==> config.mk <==
export PLATFORM = sky130hd
export DESIGN_NAME = spi_host
export DESIGN_NICKNAME = d
export VERILOG_FILES = /design/src/rtl/spi_host_pkg.sv /design/src/rtl/spi_host_fifo.sv /design/src/rtl/spi_host_dp.sv /design/src/rtl/spi_host_ctrl.sv /design/src/rtl/spi_host.sv
export SDC_FILE = /design/constraint.sdc
export NUM_CORES = 1
export LEC_CHECK = 0
export BUFFER_PORTS_ARGS = -buffer_cell sky130_fd_sc_hd__buf_2
export CORE_AREA = 2 2 125 187
export CTS_BUF_LIST = sky130_fd_sc_hd__clkbuf_16
export CTS_CLUSTER_SIZE = 40
export DETAILED_ROUTE_END_ITERATION = 7
export DIE_AREA = 0 0 127 189
export HOLD_SLACK_MARGIN = 0.06
export PLACE_DENSITY = 0.78
export SETUP_SLACK_MARGIN = 0.05
export SYNTH_ARGS = -nofsm -noshare
export SYNTH_HDL_FRONTEND = slang
export SYNTH_HIERARCHICAL = 1
export SYNTH_SLANG_ARGS = --single-unit
==> constraint.sdc <==
create_clock -name clk -period 4.4 [get_ports clk]
set_input_delay 0.44 -clock clk [delete_from_list [all_inputs] [get_ports clk]]
set_output_delay 0.44 -clock clk [all_outputs]
set_load 0.01 [all_outputs]
==> src/rtl/spi_host_pkg.sv <==
`timescale 1ns/1ps
package spi_host_pkg;
  localparam logic [7:0] AdrDiv    = 8'h00;
  localparam logic [7:0] AdrMode   = 8'h04;
  localparam logic [7:0] AdrCsId   = 8'h10;
  localparam logic [7:0] AdrCsDef  = 8'h14;
  localparam logic [7:0] AdrCsPol  = 8'h18;
  localparam logic [7:0] AdrFmt    = 8'h40;
  localparam logic [7:0] AdrTxData = 8'h48;
  localparam logic [7:0] AdrRxData = 8'h4C;
  localparam logic [7:0] AdrFlash  = 8'h60;

  localparam logic [1:0] CsAuto = 2'd0;
  localparam logic [1:0] CsHold = 2'd2;
  localparam logic [1:0] CsOff  = 2'd3;

  typedef struct packed {
    logic txPush;
    logic rxPop;
    logic loadFrame;
    logic shiftOut;
    logic sampleIn;
    logic pushRx;
  } dpStrobes_t;
endpackage

==> src/rtl/spi_host_fifo.sv <==
`timescale 1ns/1ps
module spi_host_fifo #(
  parameter int Depth = 8
) (
  input  logic       clk,
  input  logic       rst_n,
  input  logic       push,
  input  logic [7:0] pushData,
  input  logic       pop,
  output logic [7:0] headData,
  output logic       empty,
  output logic       full
);
  localparam int PtrW = $clog2(Depth);
  localparam int CntW = PtrW + 1;

  logic [7:0]      mem [Depth];
  logic [PtrW-1:0] wrPtr, rdPtr;
  logic [CntW-1:0] count;
  logic            doPush, doPop;

  assign empty    = (count == '0);
  assign full     = (count == CntW'(Depth));
  assign doPush   = push && !full;
  assign doPop    = pop && !empty;
  assign headData = mem[rdPtr];

  always_ff @(posedge clk) begin
    if (doPush) mem[wrPtr] <= pushData;
  end

  always_ff @(posedge clk or negedge rst_n) begin
    if (!rst_n) begin
      wrPtr <= '0;
      rdPtr <= '0;
      count <= '0;
    end else begin
      if (doPush) wrPtr <= wrPtr + 1'b1;
      if (doPop)  rdPtr <= rdPtr + 1'b1;
      if (doPush && !doPop)      count <= count + 1'b1;
      else if (doPop && !doPush) count <= count - 1'b1;
    end
  end
endmodule

==> src/rtl/spi_host_dp.sv <==
`timescale 1ns/1ps
module spi_host_dp
  import spi_host_pkg::*;
#(
  parameter int Depth = 8
) (
  input  logic       clk,
  input  logic       rst_n,
  input  dpStrobes_t strobes,
  input  logic [7:0] wrByte,
  input  logic [3:0] frameLen,
  input  logic       lsbFirst,
  input  logic       miso,
  output logic       mosi,
  output logic [7:0] rxHead,
  output logic       txEmpty,
  output logic       txFull,
  output logic       rxEmpty,
  output logic       rxFull
);
  logic [7:0] txHead, txShift, rxShift, rxNext, rxByte;

  spi_host_fifo #(.Depth(Depth)) u_txq (
    .clk(clk), .rst_n(rst_n), .push(strobes.txPush), .pushData(wrByte),
    .pop(strobes.loadFrame), .headData(txHead), .empty(txEmpty), .full(txFull));

  spi_host_fifo #(.Depth(Depth)) u_rxq (
    .clk(clk), .rst_n(rst_n), .push(strobes.pushRx), .pushData(rxByte),
    .pop(strobes.rxPop), .headData(rxHead), .empty(rxEmpty), .full(rxFull));

  assign mosi = lsbFirst ? txShift[0] : txShift[3'(frameLen - 4'd1)];

  always_comb begin
    rxNext = rxShift;
    if (strobes.sampleIn)
      rxNext = lsbFirst ? {miso, rxShift[7:1]} : {rxShift[6:0], miso};
    rxByte = lsbFirst ? (rxNext >> (4'd8 - frameLen)) : rxNext;
  end

  always_ff @(posedge clk or negedge rst_n) begin
    if (!rst_n) begin
      txShift <= '0;
      rxShift <= '0;
    end else if (strobes.loadFrame) begin
      txShift <= txHead;
      rxShift <= '0;
    end else begin
      if (strobes.shiftOut) txShift <= lsbFirst ? (txShift >> 1) : (txShift << 1);
      rxShift <= rxNext;
    end
  end
endmodule

==> src/rtl/spi_host_ctrl.sv <==
`timescale 1ns/1ps
module spi_host_ctrl
  import spi_host_pkg::*;
#(
  parameter int NumCs = 4,
  parameter int DivW  = 12,
  parameter int CsIdW = 8
) (
  input  logic             clk,
  input  logic             rst_n,
  input  logic [7:0]       addr,
  input  logic             wrEn,
  input  logic             rdEn,
  input  logic [31:0]      wrData,
  output logic [31:0]      rdData,
  input  logic             txEmpty,
  input  logic             txFull,
  input  logic             rxEmpty,
  input  logic             rxFull,
  input  logic [7:0]       rxHead,
  output dpStrobes_t       strobes,
  output logic [3:0]       frameLen,
  output logic             lsbFirst,
  output logic             sck,
  output logic [NumCs-1:0] csOut,
  output logic             busy
);
  logic [DivW-1:0]  divReg, divCnt;
  logic             pha, pol, lsbReg, dirReg, sckInt, holdOn;
  logic [CsIdW-1:0] csId;
  logic [NumCs-1:0] csDef, selHot;
  logic [1:0]       csPolicy, proto;
  logic [3:0]       lenReg, edgeCnt, lastIdx;
  logic             tick, leading, lastEdge, start, release_, assertCs;

  for (genvar i = 0; i < NumCs; i++) begin : g_sel
    assign selHot[i] = (csId == CsIdW'(i));
  end

  assign frameLen = (lenReg == 4'd0) ? 4'd1 : (lenReg > 4'd8) ? 4'd8 : lenReg;
  assign lsbFirst = lsbReg;
  assign lastIdx  = 4'((5'(frameLen) << 1) - 5'd1);
  assign tick     = busy && (divCnt >= divReg);
  assign leading  = !edgeCnt[0];
  assign lastEdge = (edgeCnt == lastIdx);
  assign start    = !busy && !txEmpty && !rxFull;

  assign strobes.txPush    = wrEn && addr == AdrTxData && !txFull;
  assign strobes.rxPop     = rdEn && addr == AdrRxData && !rxEmpty;
  assign strobes.loadFrame = start;
  assign strobes.sampleIn  = tick && (pha ? !leading : leading);
  assign strobes.shiftOut  = tick && (pha ? (leading && edgeCnt != 4'd0) : !leading);
  assign strobes.pushRx    = tick && lastEdge;

  assign release_ = (wrEn && addr == AdrCsPol && wrData[1:0] != csPolicy)
                 || (wrEn && addr == AdrCsId && wrData[CsIdW-1:0] != csId)
                 || (wrEn && addr == AdrCsDef && ((wrData[NumCs-1:0] ^ csDef) & selHot) != '0);

  always_comb begin
    case (csPolicy)
      CsOff:   assertCs = 1'b0;
      CsHold:  assertCs = busy || holdOn;
      default: assertCs = busy;
    endcase
  end

  assign csOut = csDef ^ (selHot & {NumCs{assertCs}});
  assign sck   = sckInt ^ pol;

  always_comb begin
    case (addr)
      AdrDiv:    rdData = 32'(divReg);
      AdrMode:   rdData = {30'b0, pol, pha};
      AdrCsId:   rdData = 32'(csId);
      AdrCsDef:  rdData = 32'(csDef);
      AdrCsPol:  rdData = {30'b0, csPolicy};
      AdrFmt:    rdData = {12'b0, lenReg, 12'b0, dirReg, lsbReg, proto};
      AdrTxData: rdData = {txFull, 31'b0};
      AdrRxData: rdData = {rxEmpty, 23'b0, rxEmpty ? 8'h00 : rxHead};
      default:   rdData = 32'b0;
    endcase
  end

  always_ff @(posedge clk or negedge rst_n) begin
    if (!rst_n) begin
      divReg   <= DivW'(3);
      pha      <= 1'b0;
      pol      <= 1'b0;
      csId     <= '0;
      csDef    <= '1;
      csPolicy <= CsAuto;
      proto    <= 2'd0;
      lsbReg   <= 1'b0;
      dirReg   <= 1'b0;
      lenReg   <= 4'd8;
      busy     <= 1'b0;
      divCnt   <= '0;
      edgeCnt  <= '0;
      sckInt   <= 1'b0;
      holdOn   <= 1'b0;
    end else begin
      if (wrEn) begin
        case (addr)
          AdrDiv:   divReg <= wrData[DivW-1:0];
          AdrMode:  {pol, pha} <= wrData[1:0];
          AdrCsId:  csId <= wrData[CsIdW-1:0];
          AdrCsDef: csDef <= wrData[NumCs-1:0];
          AdrCsPol: csPolicy <= wrData[1:0];
          AdrFmt: begin
            proto  <= wrData[1:0];
            lsbReg <= wrData[2];
            dirReg <= wrData[3];
            lenReg <= wrData[19:16];
          end
          default: ;
        endcase
      end
      if (release_) holdOn <= 1'b0;
      else if (start && csPolicy == CsHold) holdOn <= 1'b1;
      if (start) begin
        busy    <= 1'b1;
        divCnt  <= '0;
        edgeCnt <= '0;
        sckInt  <= 1'b0;
      end else if (busy) begin
        if (tick) begin
          divCnt  <= '0;
          sckInt  <= !sckInt;
          edgeCnt <= edgeCnt + 4'd1;
          if (lastEdge) busy <= 1'b0;
        end else begin
          divCnt <= divCnt + 1'b1;
        end
      end
    end
  end
endmodule

==> src/rtl/spi_host.sv <==
`timescale 1ns/1ps
module spi_host
  import spi_host_pkg::*;
#(
  parameter int NumCs = 4,
  parameter int DivW  = 12,
  parameter int CsIdW = 8,
  parameter int Depth = 8
) (
  input  logic             clk,
  input  logic             rst_n,
  input  logic [7:0]       busAddr,
  input  logic             busWr,
  input  logic             busRd,
  input  logic [31:0]      busWdata,
  output logic [31:0]      busRdata,
  output logic             sck,
  output logic             mosi,
  input  logic             miso,
  output logic [NumCs-1:0] csOut
);
  dpStrobes_t strobes;
  logic       engineBusy, txEmpty, txFull, rxEmpty, rxFull, lsbFirst;
  logic [7:0] rxHead;
  logic [3:0] frameLen;

  spi_host_ctrl #(.NumCs(NumCs), .DivW(DivW), .CsIdW(CsIdW)) u_ctrl (
    .clk(clk), .rst_n(rst_n), .addr(busAddr), .wrEn(busWr), .rdEn(busRd),
    .wrData(busWdata), .rdData(busRdata), .txEmpty(txEmpty), .txFull(txFull),
    .rxEmpty(rxEmpty), .rxFull(rxFull), .rxHead(rxHead), .strobes(strobes),
    .frameLen(frameLen), .lsbFirst(lsbFirst), .sck(sck), .csOut(csOut),
    .busy(engineBusy));

  spi_host_dp #(.Depth(Depth)) u_dp (
    .clk(clk), .rst_n(rst_n), .strobes(strobes), .wrByte(busWdata[7:0]),
    .frameLen(frameLen), .lsbFirst(lsbFirst), .miso(miso), .mosi(mosi),
    .rxHead(rxHead), .txEmpty(txEmpty), .txFull(txFull), .rxEmpty(rxEmpty),
    .rxFull(rxFull));
endmodule

* Word level (Yosys, flattened, before mapping) *
Memories as Yosys holds them, arrays and structs flattened.
Cells that the tools add are included.

word-level totals
  flip-flop bits (word level) = 91
  latch bits = 0
  memory bits (writable) = 128
  memory bits (read-only) = 0
  word-level logic and storage cells = 164
  memories kept = 2

memories
  name            words  width  rd ports  clocked after memory_dff  write ports  line                 RTL
  u_dp.u_rxq.mem  8      8      1         0                         1            spi_host_fifo.sv:17  logic [7:0] mem [Depth];
  u_dp.u_txq.mem  8      8      1         0                         1            spi_host_fifo.sv:17

cells by class
  add/subtract/negate cells = 13
  $mul = 0
  divide/modulo/power cells = 0
  $lt $le $gt $ge = 3
  eq/ne operators = 17
  shifts and indexed selects = 1
  muxes and demuxes = 40
  bitwise operators = 5
  reduce and logical (&&, ||, !) cells = 60

operator list
  operator                                          count
  case mux 32 bit (8 select lines)                  1
  2-to-1 mux 8 bit                                  8
  2-to-1 mux 12 bit                                 3
  2-to-1 mux 4 bit                                  9
  logical AND 1 bit                                 26
  == test 8 x 5 -> 1 bit, second input constant     3
  == test 8 x 7 -> 1 bit, second input constant     3
  2-to-1 mux 1 bit                                  17
  == test 8 x 2 -> 1 bit, second input constant     2
  logical NOT 8 bit                                 2
  AND reduction 2 bit                               7
  adder 12 x 1 -> 12 bit, second input constant     1
  adder 3 x 1 -> 3 bit, second input constant       4
  adder 4 x 1 -> 4 bit, second input constant       3
  >= comparator 12 bit                              1
  logical NOT 4 bit                                 3
  nonzero test 2 bit                                6
  subtractor 4 x 1 -> 4 bit, second input constant  3
  logical NOT 1 bit                                 11
  bitwise AND 4 bit                                 2
  == test 4 bit, second input constant              2
  == test 8 x 1 -> 1 bit, second input constant     1
  == test 8 x 3 -> 1 bit, second input constant     1
  != test 8 bit                                     1
  other kinds (14)                                  19

* Depth between registers and ports, before layout *
  depth after elaboration = 11
  mapped depth = 15
  gate-level depth less buffers = 15

* Modules after synthesis *
The synthesis kept the hierarchy.

by module, submodules not included
  module         times used  cells an instance  area an instance (sq um)  sequential area each (sq um)
  spi_host_fifo  2           157                3133.0                    2172.1
  spi_host_ctrl  1           385                3854.9                    1385.1
  spi_host_dp    1           145                1316.3                    400.4

* Worst setup path before layout *
Ideal clock, no wire load.

  path type = register to register
  start point = register u_ctrl.divCnt[5]
  end point = register u_dp.u_rxq.count[3]
  library setup time = 131 ps
  arrival = 3417 ps
  setup slack = 852 ps
  cell stages (with the launch flop) = 15
  buffers on the path = 0
  cells stage by stage = dfrtp_1 -> ha_1 -> nand4_1 -> or3_4 -> o32a_2 -> a21oi_1 -> and4_1 -> nand2_2 -> inv_1 -> ha_1 -> inv_1 -> ha_1 -> or4_1 -> o211ai_1 -> o211ai_1

RTL lines
  what                    line                  RTL
  from (decl)             spi_host_ctrl.sv:28   logic [DivW-1:0] divReg, divCnt;
  from (signal assigned)  spi_host_ctrl.sv:132  divCnt <= divCnt + 1'b1;
  to (signal assigned)    spi_host_fifo.sv:40   if (doPush && !doPop) count <= count + 1'b1;
  to (signal assigned)    spi_host_fifo.sv:41   else if (doPop && !doPush) count <= count - 1'b1;
  to (decl)               spi_host_fifo.sv:19   logic [CntW-1:0] count;

==> impl_metrics.py <==
metrics = {
    "finish": {
        "n_antenna_cell": 0,
        "seqCellArea_um2": 6130,
        "nFillCells": 1752,
        "drive_gt1_share_pct": 23.3,
        "multi_input_area_um2": 4900,
        "stdcell_area_um2": 12700,
        "fin_nets": 976,
        "syn2layout_area_growth_pct": 10.9,
    },
    "critical_path": {
        "cp_top_family": "simple AND/OR/NAND/NOR gates",
        "critPathBufInv": 2,
        "crit_chain": "ha_1, nand4_1, or3_4, o32a_2, a21oi_1, and4_1, nand2_2, inv_1, ha_1, inv_1, ha_1, or4_1, o211ai_1, o211ai_1",
        "path_max_fanout": 6,
        "crit_type": "reg -> reg",
        "end_kind": "register",
        "crit_top_cell": "ha_1",
        "crit_slowest_cell": "or4_1",
        "crit_required_ps": 4790,
        "critPathLaunchType": "register",
        "arrival_ps": 4360,
        "critical-path-max-stage-delay_ps": 530,
        "cp.depth": 14,
        "reg2reg_depth": 14,
    },
    "timing": {
        "slew_viol_final": 0,
        "min_period_over_period_pct": 90.2,
        "fin_setup_tns_ps": 0,
        "slew_headroom_pct": 27.1,
        "period_minus_slack_ps": 3970,
        "holdWs_ps": 70.1,
        "hold_violations": 0,
        "finClkSkew_ps": 22.5,
        "grt_setup_unrepaired": "no",
        "worstMarginPinSlew_ps": 1080,
        "fmax_ghz": 0.252,
        "setup_viol": 0,
    },
    "yosys": {
        "synth_compound_area_share_pct": 7.62,
        "synthSimpleGateAreaFrac_pct": 10.8,
        "synthXorXnorAreaFrac_pct": 3.06,
        "synth_edf_count": 128,
        "synthTopCellsByArea": "edfxtp_1 34%, dfrtp_1 18%, mux4_1 7.4%",
        "synth_cells": 844,
        "yosys.area.top_type": "edfxtp_1",
        "yosysWarnings": 6,
        "yosysSeqAreaShare_pct": 53.6,
        "synthMuxAreaShare_pct": 17.6,
        "async_flop_share_pct": 41.6,
        "synth_ff_type": "edfxtp_1",
        "yosys.cell_types.count": 82,
        "synth_area_per_cell_um2": 13.6,
        "synth_top_family_by_area": "multiplexers",
        "synth_fa_ha_area_share_pct": 3.30,
        "ys_ff_latch": 219,
        "synth_common_cells": "128 x edfxtp_1, 84 x dfrtp_1, 64 x mux2_2, 60 x nand2_1, 41 x nor2_1",
        "yosysMostFrequentCell": "edfxtp_1",
        "synth_top_area_share_pct": 33.6,
        "synthesis.area_um2": 11400,
    },
    "pwr": {
        "vdd_ir_drop_max_v": 0.000348,
        "leakagePower_nw": 5.02,
        "p_clk_share_pct": 30.3,
        "intPower_mw": 4.47,
        "power_density_nw_per_um2": 512,
        "p_comb_share_pct": 26.2,
        "switchingPower_mw": 2.02,
        "swShare_pct": 31.1,
        "p_seq_share_pct": 43.5,
    },
    "floorplan": {
        "die-area_um2": 24000,
        "die_h_um": 189,
        "pin_count": 83,
        "initial_core_util_pct": 51.3,
        "dieWidth_um": 127,
        "rows": 67,
        "core_um2": 22300,
    },
    "worst_hold_path": {
        "min_path_type": "in -> async",
    },
    "global_routing": {
        "grt_pass1_wl_mm": 38.8,
        "grt-busiest-layer": "met2",
        "grt_overflow": 0,
        "antenna_found_initial": 2,
        "grt_util_met3_pct": 3.08,
        "use_met2_pct": 38.8,
        "grt_pass1_vias": 7130,
        "grt.total_usage_pct": 20.8,
        "use_met1_pct": 24.6,
        "grt_max_degree": 70,
    },
    "clocking": {
        "cts_tree": "done",
        "cts_buffers": 22,
        "path_clk_slew_ps": 60,
        "post_cts_buffers": 0,
        "cts_hold_buffers": 0,
        "h-tree-depth": 1,
        "clockRootBuffer": "clkbuf_16",
        "cts.path.max_buffers": 3,
        "cts_sinks": 219,
        "cts-resized-gates": 0,
        "clk_latency_ps": 510,
    },
    "drt": {
        "antenna_left": 0,
        "wl_mm": 24.9,
        "viasPerCell": 5.99,
        "wire_per_inst_um": 20.8,
        "drc": 0,
        "firstDrtPassIters": 4,
        "dr.first_iter.drc_count": 409,
        "vias": 7153,
    },
    "place": {
        "dp_hpwl_mm": 17.5,
        "dpl_cell_area_um2": 11900,
        "port-buffer-count": 51,
        "gp_congestion": 0.834,
    },
    "status": {
        "status": "complete, no violations",
    },
    "job": {
        "cap_viol_max_count": 0,
    },
}
[stage by stage]
| step | power, mW | setup slack, ps | utilization (%) | instances |
|---|---|---|---|---|
| 2_1_floorplan | 4.11 | 852 | - | 858 |
| 3_3_place_gp | 4.49 | 488 | 53.4 | 1154 |
| 3_5_place_dp | 4.56 | 427 | 53.4 | 1154 |
| 4_1_cts | 6.54 | 411 | 56.9 | 1194 |
| 5_1_grt | 6.81 | 216 | 56.9 | 1194 |
| 6_report | 6.49 | 429 | 56.9 | 1194 |
[cell usage in the layout, fill, tap and decap left out, types with 18 or more instances in the layout]
cell	netlist	final
ha_1	27	27
mux2i_1	32	32
nor3_1	19	18
o21ai_0	31	31
xor2_1	23	23
nand2_1	60	60
mux2_2	64	64
clkbuf_16	0	23
inv_1	31	38
nand3_1	23	23
nor2_1	41	41
edfxtp_1	128	128
mux4_1	32	32
dfrtp_1	84	84
buf_4	17	22
buf_2	8	50
[state kept, by name (all words and copies together) (netlist names), 2 cells and up]
| signal | count |
|---|---|
| u_ctrl/divCnt | 12 |
| u_ctrl/edgeCnt | 4 |
| u_dp/u_rxq/mem | 64 |
| u_dp/rxShift | 8 |
| u_dp/u_rxq/rdPtr | 3 |
| u_dp/u_txq/wrPtr | 3 |
| u_dp/txShift | 8 |
| u_ctrl/csId | 8 |
| u_ctrl/csDef | 4 |
| u_dp/u_txq/rdPtr | 3 |
| u_ctrl/lenReg | 4 |
| u_dp/u_txq/mem | 64 |
| u_ctrl/csPolicy | 2 |
| u_dp/u_txq/count | 4 |
| u_ctrl/proto | 2 |
| u_dp/u_rxq/wrPtr | 3 |
| u_dp/u_rxq/count | 4 |
| u_ctrl/divReg | 12 |
[worst paths after layout]
path / startpoint / endpoint / slack [ps]
worst min-delay path: rst_n / u_dp/txShift[1] / 70
worst min register to register: u_ctrl/proto[1] / u_ctrl/proto[1] / 510
max in group asynchronous: rst_n / u_ctrl/csDef[3] / 3410
min in group clk: busWdata[16] / u_ctrl/lenReg[0] / 170
worst max register to register: u_ctrl/divCnt[5] / u_dp/u_rxq/count[3] / 430
worst max-delay path: u_ctrl/divCnt[5] / u_dp/u_rxq/count[3] / 430
[power groups by stage]
stage | Clock [mW] | Combinational [mW] | Sequential [mW]
6_report | 1.97 | 1.70 | 2.82
5_1_grt | 2.08 | 1.87 | 2.86
4_1_cts | 2.01 | 1.71 | 2.82
3_5_place_dp | 0 | 1.71 | 2.86
3_3_place_gp | 0 | 1.63 | 2.85
2_1_floorplan | 0 | 1.41 | 2.70
[per-layer routing]
metal  wire length (µm)  vias up
met3               1340       34
met2              13400      211
met1               9490     3598
met4                636        4
met5                 27        -
li1                   -     3306
[worst reg2reg max path: stages, from the launching register on]
cell and delay (ps):
dfrtp_1 450, ha_1 330, nand4_1 90, or3_4 360
o32a_2 350, a21oi_1 210, and4_1 390, nand2_2 130
inv_1 80, ha_1 250, inv_1 130, ha_1 360
or4_1 530, o211ai_1 110, o211ai_1 100
[area by class of cell]
| type | count | area share (%) |
|---|---|---|
| Multi-Input combinational cell | 554 | 38.6 |
| Sequential cell | 219 | 48.3 |
| Tap cell | 276 | 2.72 |
| Clock buffer | 23 | 4.54 |
| Timing Repair Buffer | 72 | 3.28 |
| Inverter | 33 | 0.977 |
| Clock inverter | 17 | 1.50 |
[cell families after synthesis]
family | count (synthesis)
AND/OR/NAND/NOR | 222
other | 1
buffers and inverters | 85
adder cells (fa/ha/maj) | 29
flip-flops | 219
multiplexers | 134
XOR/XNOR | 40
AO/OA/AOI/OAI | 114
Note: power is estimated with default switching activity, not from simulation.
